**src/rtl/mlss_pkg.sv**
```systemverilog
package mlss_pkg;

  typedef enum logic [1:0] {
    FMT_LEGACY = 2'd0,
    FMT_DUAL   = 2'd1,
    FMT_QUAD   = 2'd2,
    FMT_ADV    = 2'd3
  } fmt_e;

  localparam int TAG_MSB  = 15;
  localparam int TAG_LSB  = 13;
  localparam int EOM_BIT  = 12;
  localparam int BYTE_W   = 8;
  localparam int LANES    = 4;
  localparam int ENTRY_W  = 16;

  function automatic fmt_e decode_tag(input logic [2:0] tag);
    case (tag)
      3'd1:    return FMT_DUAL;
      3'd2:    return FMT_QUAD;
      3'd3:    return FMT_ADV;
      default: return FMT_LEGACY;
    endcase
  endfunction

  function automatic int lanes_of(input fmt_e f);
    case (f)
      FMT_DUAL: return 2;
      FMT_QUAD: return 4;
      default:  return 1;
    endcase
  endfunction

  function automatic int beats_of(input fmt_e f);
    return BYTE_W / lanes_of(f);
  endfunction

endpackage

```
**src/rtl/mlss_fifo.sv**
```systemverilog
module mlss_fifo #(
  parameter int W     = 16,
  parameter int DEPTH = 4
) (
  input  logic         clk_i,
  input  logic         rst_ni,
  input  logic         push_i,
  input  logic [W-1:0] wdata_i,
  output logic         full_o,
  input  logic         pop_i,
  output logic         valid_o,
  output logic [W-1:0] rdata_o
);
  localparam int AW = (DEPTH < 2) ? 1 : $clog2(DEPTH);

  logic [W-1:0] mem_q [DEPTH];
  logic [AW:0]  wp_q, rp_q;
  logic         do_push, do_pop;

  assign full_o  = (wp_q[AW] != rp_q[AW]) && (wp_q[AW-1:0] == rp_q[AW-1:0]);
  assign valid_o = (wp_q != rp_q);
  assign rdata_o = mem_q[rp_q[AW-1:0]];
  assign do_push = push_i && !full_o;
  assign do_pop  = pop_i && valid_o;

  always_ff @(posedge clk_i or negedge rst_ni) begin
    if (!rst_ni) begin
      wp_q <= '0;
      rp_q <= '0;
    end else begin
      if (do_push) wp_q <= wp_q + 1'b1;
      if (do_pop)  rp_q <= rp_q + 1'b1;
    end
  end

  always_ff @(posedge clk_i) begin
    if (do_push) mem_q[wp_q[AW-1:0]] <= wdata_i;
  end

endmodule

```
**src/rtl/mlss_ctrl.sv**
```systemverilog
module mlss_ctrl
  import mlss_pkg::*;
#(
  parameter int SCK_DIV = 4
) (
  input  logic               clk_i,
  input  logic               rst_ni,
  input  logic               tx_valid_i,
  input  logic [ENTRY_W-1:0] tx_entry_i,
  input  logic               dir_rx_i,
  output logic               load_o,
  output logic               sample_o,
  output logic               shift_o,
  output logic               done_o,
  output logic               rx_push_o,
  output logic               active_o,
  output logic               fss_o,
  output logic               sck_o,
  output fmt_e               fmt_o,
  output logic               dir_o
);
  localparam int HALF = (SCK_DIV < 2) ? 1 : SCK_DIV / 2;
  localparam int CW   = $clog2(HALF + 1);

  typedef enum logic [1:0] {ST_IDLE, ST_LOW, ST_HIGH} st_e;

  st_e           st_q;
  logic [CW-1:0] cnt_q;
  logic [2:0]    beat_q;
  fmt_e          fmt_q;
  logic          dir_q, eom_q, fss_q, sck_q;
  logic          cnt_done, last_beat;

  always_comb begin
    cnt_done  = (cnt_q == CW'(HALF - 1));
    last_beat = (beat_q == 3'(beats_of(fmt_q) - 1));
    load_o    = (st_q == ST_IDLE) && tx_valid_i && !fss_q;
    sample_o  = (st_q == ST_LOW)  && cnt_done;
    shift_o   = (st_q == ST_HIGH) && cnt_done && !last_beat;
    done_o    = (st_q == ST_HIGH) && cnt_done && last_beat;
    // multi-lane and advanced receive only in receive direction
    rx_push_o = done_o && ((fmt_q == FMT_LEGACY) || dir_q);
    active_o  = (st_q != ST_IDLE);
  end

  always_ff @(posedge clk_i or negedge rst_ni) begin
    if (!rst_ni) begin
      st_q   <= ST_IDLE;
      cnt_q  <= '0;
      beat_q <= '0;
      fmt_q  <= FMT_LEGACY;
      dir_q  <= 1'b0;
      eom_q  <= 1'b0;
      fss_q  <= 1'b1;
      sck_q  <= 1'b0;
    end else begin
      case (st_q)
        ST_IDLE: begin
          if (tx_valid_i) begin
            if (fss_q) begin
              fss_q <= 1'b0;
            end else begin
              fmt_q  <= decode_tag(tx_entry_i[TAG_MSB:TAG_LSB]);
              dir_q  <= dir_rx_i;
              eom_q  <= tx_entry_i[EOM_BIT];
              beat_q <= '0;
              cnt_q  <= '0;
              st_q   <= ST_LOW;
            end
          end
        end
        ST_LOW: begin
          if (cnt_done) begin
            cnt_q <= '0;
            sck_q <= 1'b1;
            st_q  <= ST_HIGH;
          end else begin
            cnt_q <= cnt_q + 1'b1;
          end
        end
        ST_HIGH: begin
          if (cnt_done) begin
            cnt_q <= '0;
            sck_q <= 1'b0;
            if (last_beat) begin
              st_q <= ST_IDLE;
              if (eom_q) fss_q <= 1'b1;
            end else begin
              beat_q <= beat_q + 1'b1;
              st_q   <= ST_LOW;
            end
          end else begin
            cnt_q <= cnt_q + 1'b1;
          end
        end
        default: st_q <= ST_IDLE;
      endcase
    end
  end

  assign fss_o = fss_q;
  assign sck_o = sck_q;
  assign fmt_o = fmt_q;
  assign dir_o = dir_q;

endmodule

```
**src/rtl/mlss_shift.sv**
```systemverilog
module mlss_shift
  import mlss_pkg::*;
(
  input  logic              clk_i,
  input  logic              rst_ni,
  input  logic              load_i,
  input  logic [BYTE_W-1:0] data_i,
  input  logic              shift_i,
  input  logic              sample_i,
  input  logic              active_i,
  input  fmt_e              fmt_i,
  input  logic              dir_i,
  input  logic [LANES-1:0]  lane_i,
  output logic [LANES-1:0]  lane_o,
  output logic [LANES-1:0]  lane_oe_o,
  output logic [BYTE_W-1:0] rx_byte_o
);
  logic [BYTE_W-1:0] tx_sh_q, rx_sh_q;

  always_ff @(posedge clk_i or negedge rst_ni) begin
    if (!rst_ni) begin
      tx_sh_q <= '0;
    end else if (load_i) begin
      tx_sh_q <= data_i;
    end else if (shift_i) begin
      case (fmt_i)
        FMT_DUAL: tx_sh_q <= {tx_sh_q[BYTE_W-3:0], 2'b00};
        FMT_QUAD: tx_sh_q <= {tx_sh_q[BYTE_W-5:0], 4'b0000};
        default:  tx_sh_q <= {tx_sh_q[BYTE_W-2:0], 1'b0};
      endcase
    end
  end

  // input bits registered on the rising serial edge
  always_ff @(posedge clk_i or negedge rst_ni) begin
    if (!rst_ni) begin
      rx_sh_q <= '0;
    end else if (sample_i) begin
      case (fmt_i)
        FMT_DUAL: rx_sh_q <= {rx_sh_q[BYTE_W-3:0], lane_i[1:0]};
        FMT_QUAD: rx_sh_q <= {rx_sh_q[BYTE_W-5:0], lane_i};
        default:  rx_sh_q <= {rx_sh_q[BYTE_W-2:0], lane_i[1]};
      endcase
    end
  end

  always_comb begin
    case (fmt_i)
      FMT_DUAL: lane_o = {2'b00, tx_sh_q[BYTE_W-1 -: 2]};
      FMT_QUAD: lane_o = tx_sh_q[BYTE_W-1 -: 4];
      default:  lane_o = {3'b000, tx_sh_q[BYTE_W-1]};
    endcase
    if (!active_i) begin
      lane_oe_o = '0;
    end else begin
      case (fmt_i)
        FMT_DUAL: lane_oe_o = dir_i ? 4'b0000 : 4'b0011;
        FMT_QUAD: lane_oe_o = dir_i ? 4'b0000 : 4'b1111;
        default:  lane_oe_o = 4'b0001;
      endcase
    end
  end

  assign rx_byte_o = rx_sh_q;

endmodule

```
**src/rtl/mlss_master.sv**
```systemverilog
module mlss_master
  import mlss_pkg::*;
#(
  parameter int SCK_DIV  = 4,
  parameter int TX_DEPTH = 4,
  parameter int RX_DEPTH = 4
) (
  input  logic        clk_i,
  input  logic        rst_ni,
  input  logic        tx_valid_i,
  input  logic [15:0] tx_data_i,
  output logic        tx_ready_o,
  input  logic        dir_rx_i,
  output logic        rx_valid_o,
  output logic [15:0] rx_data_o,
  input  logic        rx_ready_i,
  output logic        fss_o,
  output logic        sck_o,
  output logic [3:0]  lane_o,
  output logic [3:0]  lane_oe_o,
  input  logic [3:0]  lane_i
);
  logic               tx_full, tx_avail, load, sample, shift, done, rx_push, active, dir_q;
  logic               rx_full;
  logic [ENTRY_W-1:0] tx_entry, rx_entry;
  logic [BYTE_W-1:0]  rx_byte;
  fmt_e               fmt;

  assign tx_ready_o = !tx_full;
  assign rx_entry   = {{(ENTRY_W-BYTE_W){1'b0}}, rx_byte};

  mlss_fifo #(.W(ENTRY_W), .DEPTH(TX_DEPTH)) i_tx_fifo (
    .clk_i   (clk_i),
    .rst_ni  (rst_ni),
    .push_i  (tx_valid_i),
    .wdata_i (tx_data_i),
    .full_o  (tx_full),
    .pop_i   (load),
    .valid_o (tx_avail),
    .rdata_o (tx_entry)
  );

  mlss_ctrl #(.SCK_DIV(SCK_DIV)) i_ctrl (
    .clk_i      (clk_i),
    .rst_ni     (rst_ni),
    .tx_valid_i (tx_avail),
    .tx_entry_i (tx_entry),
    .dir_rx_i   (dir_rx_i),
    .load_o     (load),
    .sample_o   (sample),
    .shift_o    (shift),
    .done_o     (done),
    .rx_push_o  (rx_push),
    .active_o   (active),
    .fss_o      (fss_o),
    .sck_o      (sck_o),
    .fmt_o      (fmt),
    .dir_o      (dir_q)
  );

  mlss_shift i_shift (
    .clk_i     (clk_i),
    .rst_ni    (rst_ni),
    .load_i    (load),
    .data_i    (tx_entry[BYTE_W-1:0]),
    .shift_i   (shift),
    .sample_i  (sample),
    .active_i  (active),
    .fmt_i     (fmt),
    .dir_i     (dir_q),
    .lane_i    (lane_i),
    .lane_o    (lane_o),
    .lane_oe_o (lane_oe_o),
    .rx_byte_o (rx_byte)
  );

  // full receive queue drops the byte
  mlss_fifo #(.W(ENTRY_W), .DEPTH(RX_DEPTH)) i_rx_fifo (
    .clk_i   (clk_i),
    .rst_ni  (rst_ni),
    .push_i  (rx_push && !rx_full),
    .wdata_i (rx_entry),
    .full_o  (rx_full),
    .pop_i   (rx_ready_i),
    .valid_o (rx_valid_o),
    .rdata_o (rx_data_o)
  );

endmodule

```
**config.mk**
```make
export PLATFORM = sky130hd
export DESIGN_NAME = mlss_master
export DESIGN_NICKNAME = d
export VERILOG_FILES = /design/src/rtl/mlss_pkg.sv /design/src/rtl/mlss_fifo.sv /design/src/rtl/mlss_ctrl.sv /design/src/rtl/mlss_shift.sv /design/src/rtl/mlss_master.sv
export SDC_FILE = /design/constraint.sdc
export NUM_CORES = 1
export LEC_CHECK = 0
export ABC_AREA = 0
export BUFFER_PORTS_ARGS = -buffer_cell sky130_fd_sc_hd__buf_4
export CAP_MARGIN = 15
export CORE_UTILIZATION = 59
export DETAILED_ROUTE_END_ITERATION = 6
export PLACE_DENSITY = 0.77
export SLEW_MARGIN = 10
export SYNTH_ARGS = -nofsm -noshare
export SYNTH_HDL_FRONTEND = slang
export SYNTH_SLANG_ARGS = --single-unit
```
**constraint.sdc**
```tcl
create_clock -name clk_i -period 2.8 [get_ports clk_i]
set_input_delay 0.28 -clock clk_i [delete_from_list [all_inputs] [get_ports clk_i]]
set_output_delay 0.28 -clock clk_i [all_outputs]
set_load 0.01 [all_outputs]
```
==> qor.yml, run 1 <==
status: "complete, but fails checks"
violations: "DRC"
power.total_uw: 7420
antenna_found_initial: 0
r2r_start: "i_ctrl.fmt_o[0]"
fin_ws_ns: 0.154
core_sq_um: 8850
clk-insertion-delay-late_ns: 0.51
numClockSinks: 121
required_ns: 2.52
yosys.area.top_type: "edfxtp_1"
cts_root_buf: "clkbuf_8"
fin_nets: 489
synthTopCellsByArea: "edfxtp_1 44%, dfrtp_1 18%, mux4_2 8.2%, ha_1 4.3%, nand2_1 2.1%"
synth_edf_count: 80
postSynth.asyncResetShare_pct: 33.9
dieWidth_um: 98.5
syn_area_sq_um: 5490
numCtsBuffers: 17
ioPinCount: 53
tightest_slew_ns: 0.715
n_antenna_cell: 0
slew_viol_final: 0
rows: 34
drtAntennaViolNets: 0
relSlewSlack_pct: 51.8
pwr-share-seq_pct: 36.8
avgSynthCellArea_sq_um: 14.4
first_iter_violations: 178
start_kind: "flip-flop"
regToRegSetupSlack_ns: 0.31
grt_max_degree: 42
hold_start: "rx_ready_i"
clock_power_share_pct: 29.5
setup_viol: 0
die_h_um: 98.5
dpl.hpwl_um: 6290
start_util_pct: 62.0
crit_path_end_kind: "output port"
synthMostInstantiatedCell: "edfxtp_1"
tns_ns: 0
p_leak_uw: 0.00258
r2r_end: "i_rx_fifo.mem_q[2][6]"
totalWireLength_um: 9910
switching_share_pct: 34.0
slowest_delay_ns: 0.40
die_area_sq_um: 9700
fin_worst_skew_ns: 0.00834
yosys.area.top_type_share_pct: 43.8
drt_first_pass_iters: 7
gp_congestion: 0.785
synth_common_cells: "80 x edfxtp_1, 40 x dfrtp_1, 30 x nand2_1"
critPathMaxFanout: 22
viasPerCell: 5.82
portBuffers: 40
rr_worst_depth: 6
ys.flop_type: "edfxtp_1"
synth_cell_types: 52
layout-area-overhead-vs-synth_pct: 20.7
synthCells: 381
whs_endpoint: "i_rx_fifo.rp_q[2]"
worstHoldPathCells: 3
cap_violations: 0
drcViolationCount: 2
drive_above_1_share_pct: 24.9
p_int_uw: 4890
place_ws_ns: 0.340
clk_pin_slew_ns: 0.06
comb_power_share_pct: 33.6
fin_crit_sh_pct: 94.5
power_density_nw_per_um2: 1120
period_needed_ns: 2.65
fmax_ghz: 0.378
ir_drop_mv: 0.670
routed-via-count: 3294
synth-seq-area-share_pct: 62.5
hold_class: "in -> reg"
synth_warnings: 0
grt_pass1_wl_um: 16500
p_sw_uw: 2520
grt_pass1_vias: 3348
slowest_stage: "nor4_2"
ys_seq_elements: 121
crit_chain: "inv_1 > ha_1 > buf_4 > inv_1 > nor4_2 > buf_4"
wire_per_inst_um: 17.5
rsz0062_at_grt: "false"
crit_type: "reg -> out"
cts_tree: "yes"
post_cts_buffers: 0
grt.total_usage_pct: 22.8
max-clock-path-buffers: 2
h-tree-depth: 4
hold_viol_final: 0
grt-ovfl-total: 0
arrival_ns: 2.37
## cells by family after synthesis
group	Yosys count	share of synthesized area, %
other cells	1	0.0683
mux	31	10.3
fa+ha+maj	19	4.33
flops	121	62.5
buf+inv	42	3.97
simple gates	88	8.16
xor+xnor	16	2.69
compound gates	63	8.00
## registers in the layout, summed over array words and instances, names as in the netlist, 3 cells and up
signal / flops
i_ctrl.beat_q: 3
i_rx_fifo.mem_q: 32
i_shift.rx_byte_o: 8
i_rx_fifo.wp_q: 3
i_tx_fifo.mem_q: 48
i_tx_fifo.rp_q: 3
i_shift.tx_sh_q: 8
i_rx_fifo.rp_q: 3
i_tx_fifo.wp_q: 3
## cell usage in the layout (no fill, tap or decap), drive strengths merged, types with 2 or more instances in the layout
cell         count
mux2             5
clkbuf          17
a21oi           10
inv             19
dlygate4sd3     14
a22oi            8
dfrtp           40
xnor2            8
bufinv           3
nand2           30
nand3b           4
nand3            5
nor2b            3
o31a             2
a221oi           6
clkinv           4
edfxtp          80
xor2             8
o21ai           16
nor4             2
and2            10
a211o            3
a31oi            3
o31ai            7
nor2            24
conb             8
buf             52
ha              19
clkinvlp         3
nor3             4
mux2i            6
mux4            20
## critical path, delay by kind of cell, from the launching register on
family        cells  cell delay, ns
fa+ha+maj         1            0.34
buf+inv           4            0.76
flops             1            0.36
simple gates      1            0.40
## per-layer routing
metal,up-vias,GRT usage [%],routed length (um)
met5,-,0,0
met1,1629,27.0,4050
met4,0,11.5,235
met3,23,5.53,462
li1,1536,-,-
met2,106,39.3,5160
## power by group through the flow
stage	sequential (uW)	combinational (uW)	clock (uW)
after global routing	2770	2770	2310
after global placement	2720	2390	0
after detailed placement	2750	2460	0
final	2730	2500	2190
after CTS	2730	2510	2220
after floorplan	2630	1890	0
## stage by stage
| step | util, % | hold slack, ns | cell area, sq um | cells |
|---|---|---|---|---|
| after floorplan | - | -0.0156 | 5520 | 388 |
| after global placement | 66.4 | 0.300 | 5880 | 520 |
| after detailed placement | 66.4 | 0.302 | 5880 | 520 |
| after CTS | 74.8 | 0.0586 | 6620 | 566 |
| after global routing | 74.9 | 0.0646 | 6630 | 566 |
| final | 74.9 | 0.0779 | 6630 | 566 |
## cell type report
class | instances | area, sq um
fillers | 514 | 2220
clock inverters | 15 | 190
multi-input cells | 225 | 1880
clock buffers | 17 | 414
flip-flops and latches | 121 | 3430
repair buffers | 66 | 531
inverters | 14 | 52.6
well taps | 108 | 135
## how the worst max path moves through the flow
stage / from / endpoint / slack [ns]
after floorplan: i_ctrl.fmt_o[0] / i_rx_fifo.mem_q[0][0] / 0.63
after global routing: i_ctrl.fmt_o[0] / lane_oe_o[1] / 0.02
after detailed placement: i_ctrl.fmt_o[0] / i_rx_fifo.mem_q[2][2] / 0.34
after global placement: i_ctrl.fmt_o[0] / i_rx_fifo.mem_q[2][2] / 0.44
final: i_ctrl.fmt_o[0] / lane_oe_o[1] / 0.15
after CTS: i_ctrl.fmt_o[1] / lane_oe_o[1] / 0.08
## timing repair
action	4_1_cts	5_1_grt
hold buffers	14	0
hold endpoints to repair	89	0
endpoints found under the setup margin	0	1
gates resized for setup	0	1
(Power assumes the default switching activity.)
==> run 2: changes to the inputs <==
--- a/config.mk
+++ b/config.mk
@@ -10,6 +10,7 @@
 export CAP_MARGIN = 15
 export CORE_UTILIZATION = 59
 export DETAILED_ROUTE_END_ITERATION = 6
+export MAX_ROUTING_LAYER = met4
 export PLACE_DENSITY = 0.77
 export SLEW_MARGIN = 10
 export SYNTH_ARGS = -nofsm -noshare
==> qor.yml, run 2 (synthesized netlist as in run 1, its figures left out) <==
n_fill_cell: 514  # unchanged
max-clock-path-buffers: 2  # unchanged
fin_area_sq_um: 6630  # unchanged
comb_power_share_pct: 33.6  # about the same
crit_path_end_kind: "output port"  # unchanged
crit_type: "reg -> out"  # unchanged
die_h_um: 98.5  # unchanged
antenna_found_initial: 0  # unchanged
placed_area_sq_um: 5880  # unchanged
fin_worst_skew_ns: 0.0102  # was 0.00834 ns
regArea_sq_um: 3430  # unchanged
gp_congestion: 0.796  # was 0.785
die_area_sq_um: 9700  # unchanged
post_cts_buffers: 0  # unchanged
required_ns: 2.52  # about the same
gr-usage-met3_pct: 5.53  # unchanged
totalWireLength_um: 9930  # was 9910 um
hold_ws_ns: 0.0792  # was 0.0779 ns
wire_per_inst_um: 17.5  # about the same
cp-startpoint: "i_ctrl.fmt_o[1]"  # was i_ctrl.fmt_o[0]
tns_ns: 0  # unchanged
n_antenna_cell: 0  # unchanged
p_leak_uw: 0.00258  # unchanged
status: "finished, final reports clean"  # was complete, but fails checks
p_int_uw: 4890  # about the same
core_sq_um: 8850  # unchanged
cap_violations: 0  # unchanged
grt_pass1_wl_um: 16500  # about the same
start_kind: "flip-flop"  # unchanged
grt_pass1_vias: 3350  # was 3,348
final_common_cell: "edfxtp_1"  # unchanged
numCtsBuffers: 17  # unchanged
p_sw_uw: 2520  # about the same
cts_tree: "yes"  # unchanged
cp-endpoint: "lane_oe_o[1]"  # unchanged
drtAntennaViolNets: 0  # unchanged
grt-ovfl-total: 0  # unchanged
arrival_ns: 2.36  # was 2.37 ns
dpl.hpwl_um: 6290  # unchanged
place_ws_ns: 0.340  # unchanged
viasPerCell: 5.78  # was 5.82
fin_ws_ns: 0.159  # was 0.154 ns
drive_above_1_share_pct: 24.9  # unchanged
clk_pin_slew_ns: 0.06  # about the same
grt_max_degree: 42  # unchanged
use_met2_pct: 39.3  # about the same
layout-area-overhead-vs-synth_pct: 20.7  # unchanged
drt_first_pass_iters: 7  # unchanged
worstHoldPathCells: 3  # unchanged
power_density_nw_per_um2: 1120  # about the same
r2r_start: "i_ctrl.fmt_o[0]"  # unchanged
ir_drop_mv: 0.672  # was 0.670 mV
first_iter_violations: 182  # was 178
clock_power_share_pct: 29.6  # was 29.5%
hold_class: "in -> reg"  # unchanged
pwr-share-seq_pct: 36.8  # about the same
rsz0062_at_grt: "false"  # unchanged
critPathMaxFanout: 22  # unchanged
h-tree-depth: 4  # unchanged
largest_register_ffs: 48  # unchanged
relSlewSlack_pct: 53.7  # was 51.8%
final_cell_mix: "80 x edfxtp_1, 52 x buf_4, 40 x dfrtp_1, 30 x nand2_1, 24 x nor2_1"  # unchanged
hold_viol_final: 0  # unchanged
tightest_slew_ns: 0.687  # was 0.715 ns
numClockSinks: 121  # unchanged
fmax_ghz: 0.379  # was 0.378 GHz
fin_nets: 489  # unchanged
final_util_pct: 74.9  # unchanged
portBuffers: 40  # unchanged
fin_crit_sh_pct: 94.3  # was 94.5%
switching_share_pct: 34.0  # about the same
dieWidth_um: 98.5  # unchanged
drcViolationCount: 0  # was 2
use_met1_pct: 26.9  # was 27.0%
period_needed_ns: 2.64  # was 2.65 ns
rr_worst_depth: 6  # unchanged
multiInputGateArea_sq_um: 1880  # unchanged
grt_most_used_layer: "met2"  # unchanged
grt.total_usage_pct: 23.6  # was 22.8%
regToRegSetupSlack_ns: 0.30  # was 0.31 ns
cts_root_buf: "clkbuf_8"  # unchanged
clk-insertion-delay-late_ns: 0.51  # about the same
start_util_pct: 62.0  # unchanged
ioPinCount: 53  # unchanged
setup_viol: 0  # unchanged
routed-via-count: 3272  # was 3,294
rows: 34  # unchanged
r2r_end: "i_rx_fifo.mem_q[2][6]"  # unchanged
slew_viol_final: 0  # unchanged
[run 2: cell counts in the layout (fill, tap and decap cells not counted)]
Identical to the previous run, type by type.
[run 2: per-stage QoR]
step           power [uW]  cells
5_1_grt              7860    566
6_report             7420    566
3_5_place_dp         5210    520
3_3_place_gp         5110    520
4_1_cts              7450    566
2_1_floorplan        4520    388
[run 2: final cells by class]
class,instances,area share [%]
clock inverter,15,2.87
sequential,121,51.7
clock buffer,17,6.25
timing repair buffer,66,8.00
multi-input combinational,225,28.3
inverter,14,0.793
tap,108,2.04
[run 2: worst min path at each step]
stage / from / to / slack (ns)
floorplan: rst_ni / i_ctrl.beat_q[0] / -0.02
global placement: rst_ni / i_rx_fifo.rp_q[2] / 0.30
detailed placement: rst_ni / i_rx_fifo.rp_q[0] / 0.30
CTS: rx_ready_i / i_rx_fifo.rp_q[2] / 0.06
global route: rx_ready_i / i_rx_fifo.rp_q[2] / 0.06
finish: rx_ready_i / i_rx_fifo.rp_q[2] / 0.08
[run 2: timing repair]
item / 4_1_cts / 5_1_grt
setup endpoints to repair: 0 / 1
hold buffers: 14 / 0
resized for setup: 0 / 1
endpoints found under the hold margin: 89 / 0
[run 2: critical path, stage by stage, from the launching register on]
cell	delay (ns)
dfrtp_1	0.37
inv_1	0.10
ha_1	0.33
buf_4	0.25
inv_1	0.22
nor4_2	0.40
buf_4	0.18
[run 2: metal layers]
layer  vias to the layer above  share of wire [%]
li1                       1534                  -
met2                        91                 53
met4                         0                1.4
met1                      1631                 42
met3                        16                4.1
met5                         -                  0
[run 2: power groups by stage]
stage               logic, uW  clock network, uW  registers, uW
floorplan                1890                  0           2630
global placement         2390                  0           2720
detailed placement       2460                  0           2750
CTS                      2510               2220           2730
global route             2770               2310           2770
finish                   2490               2190           2730
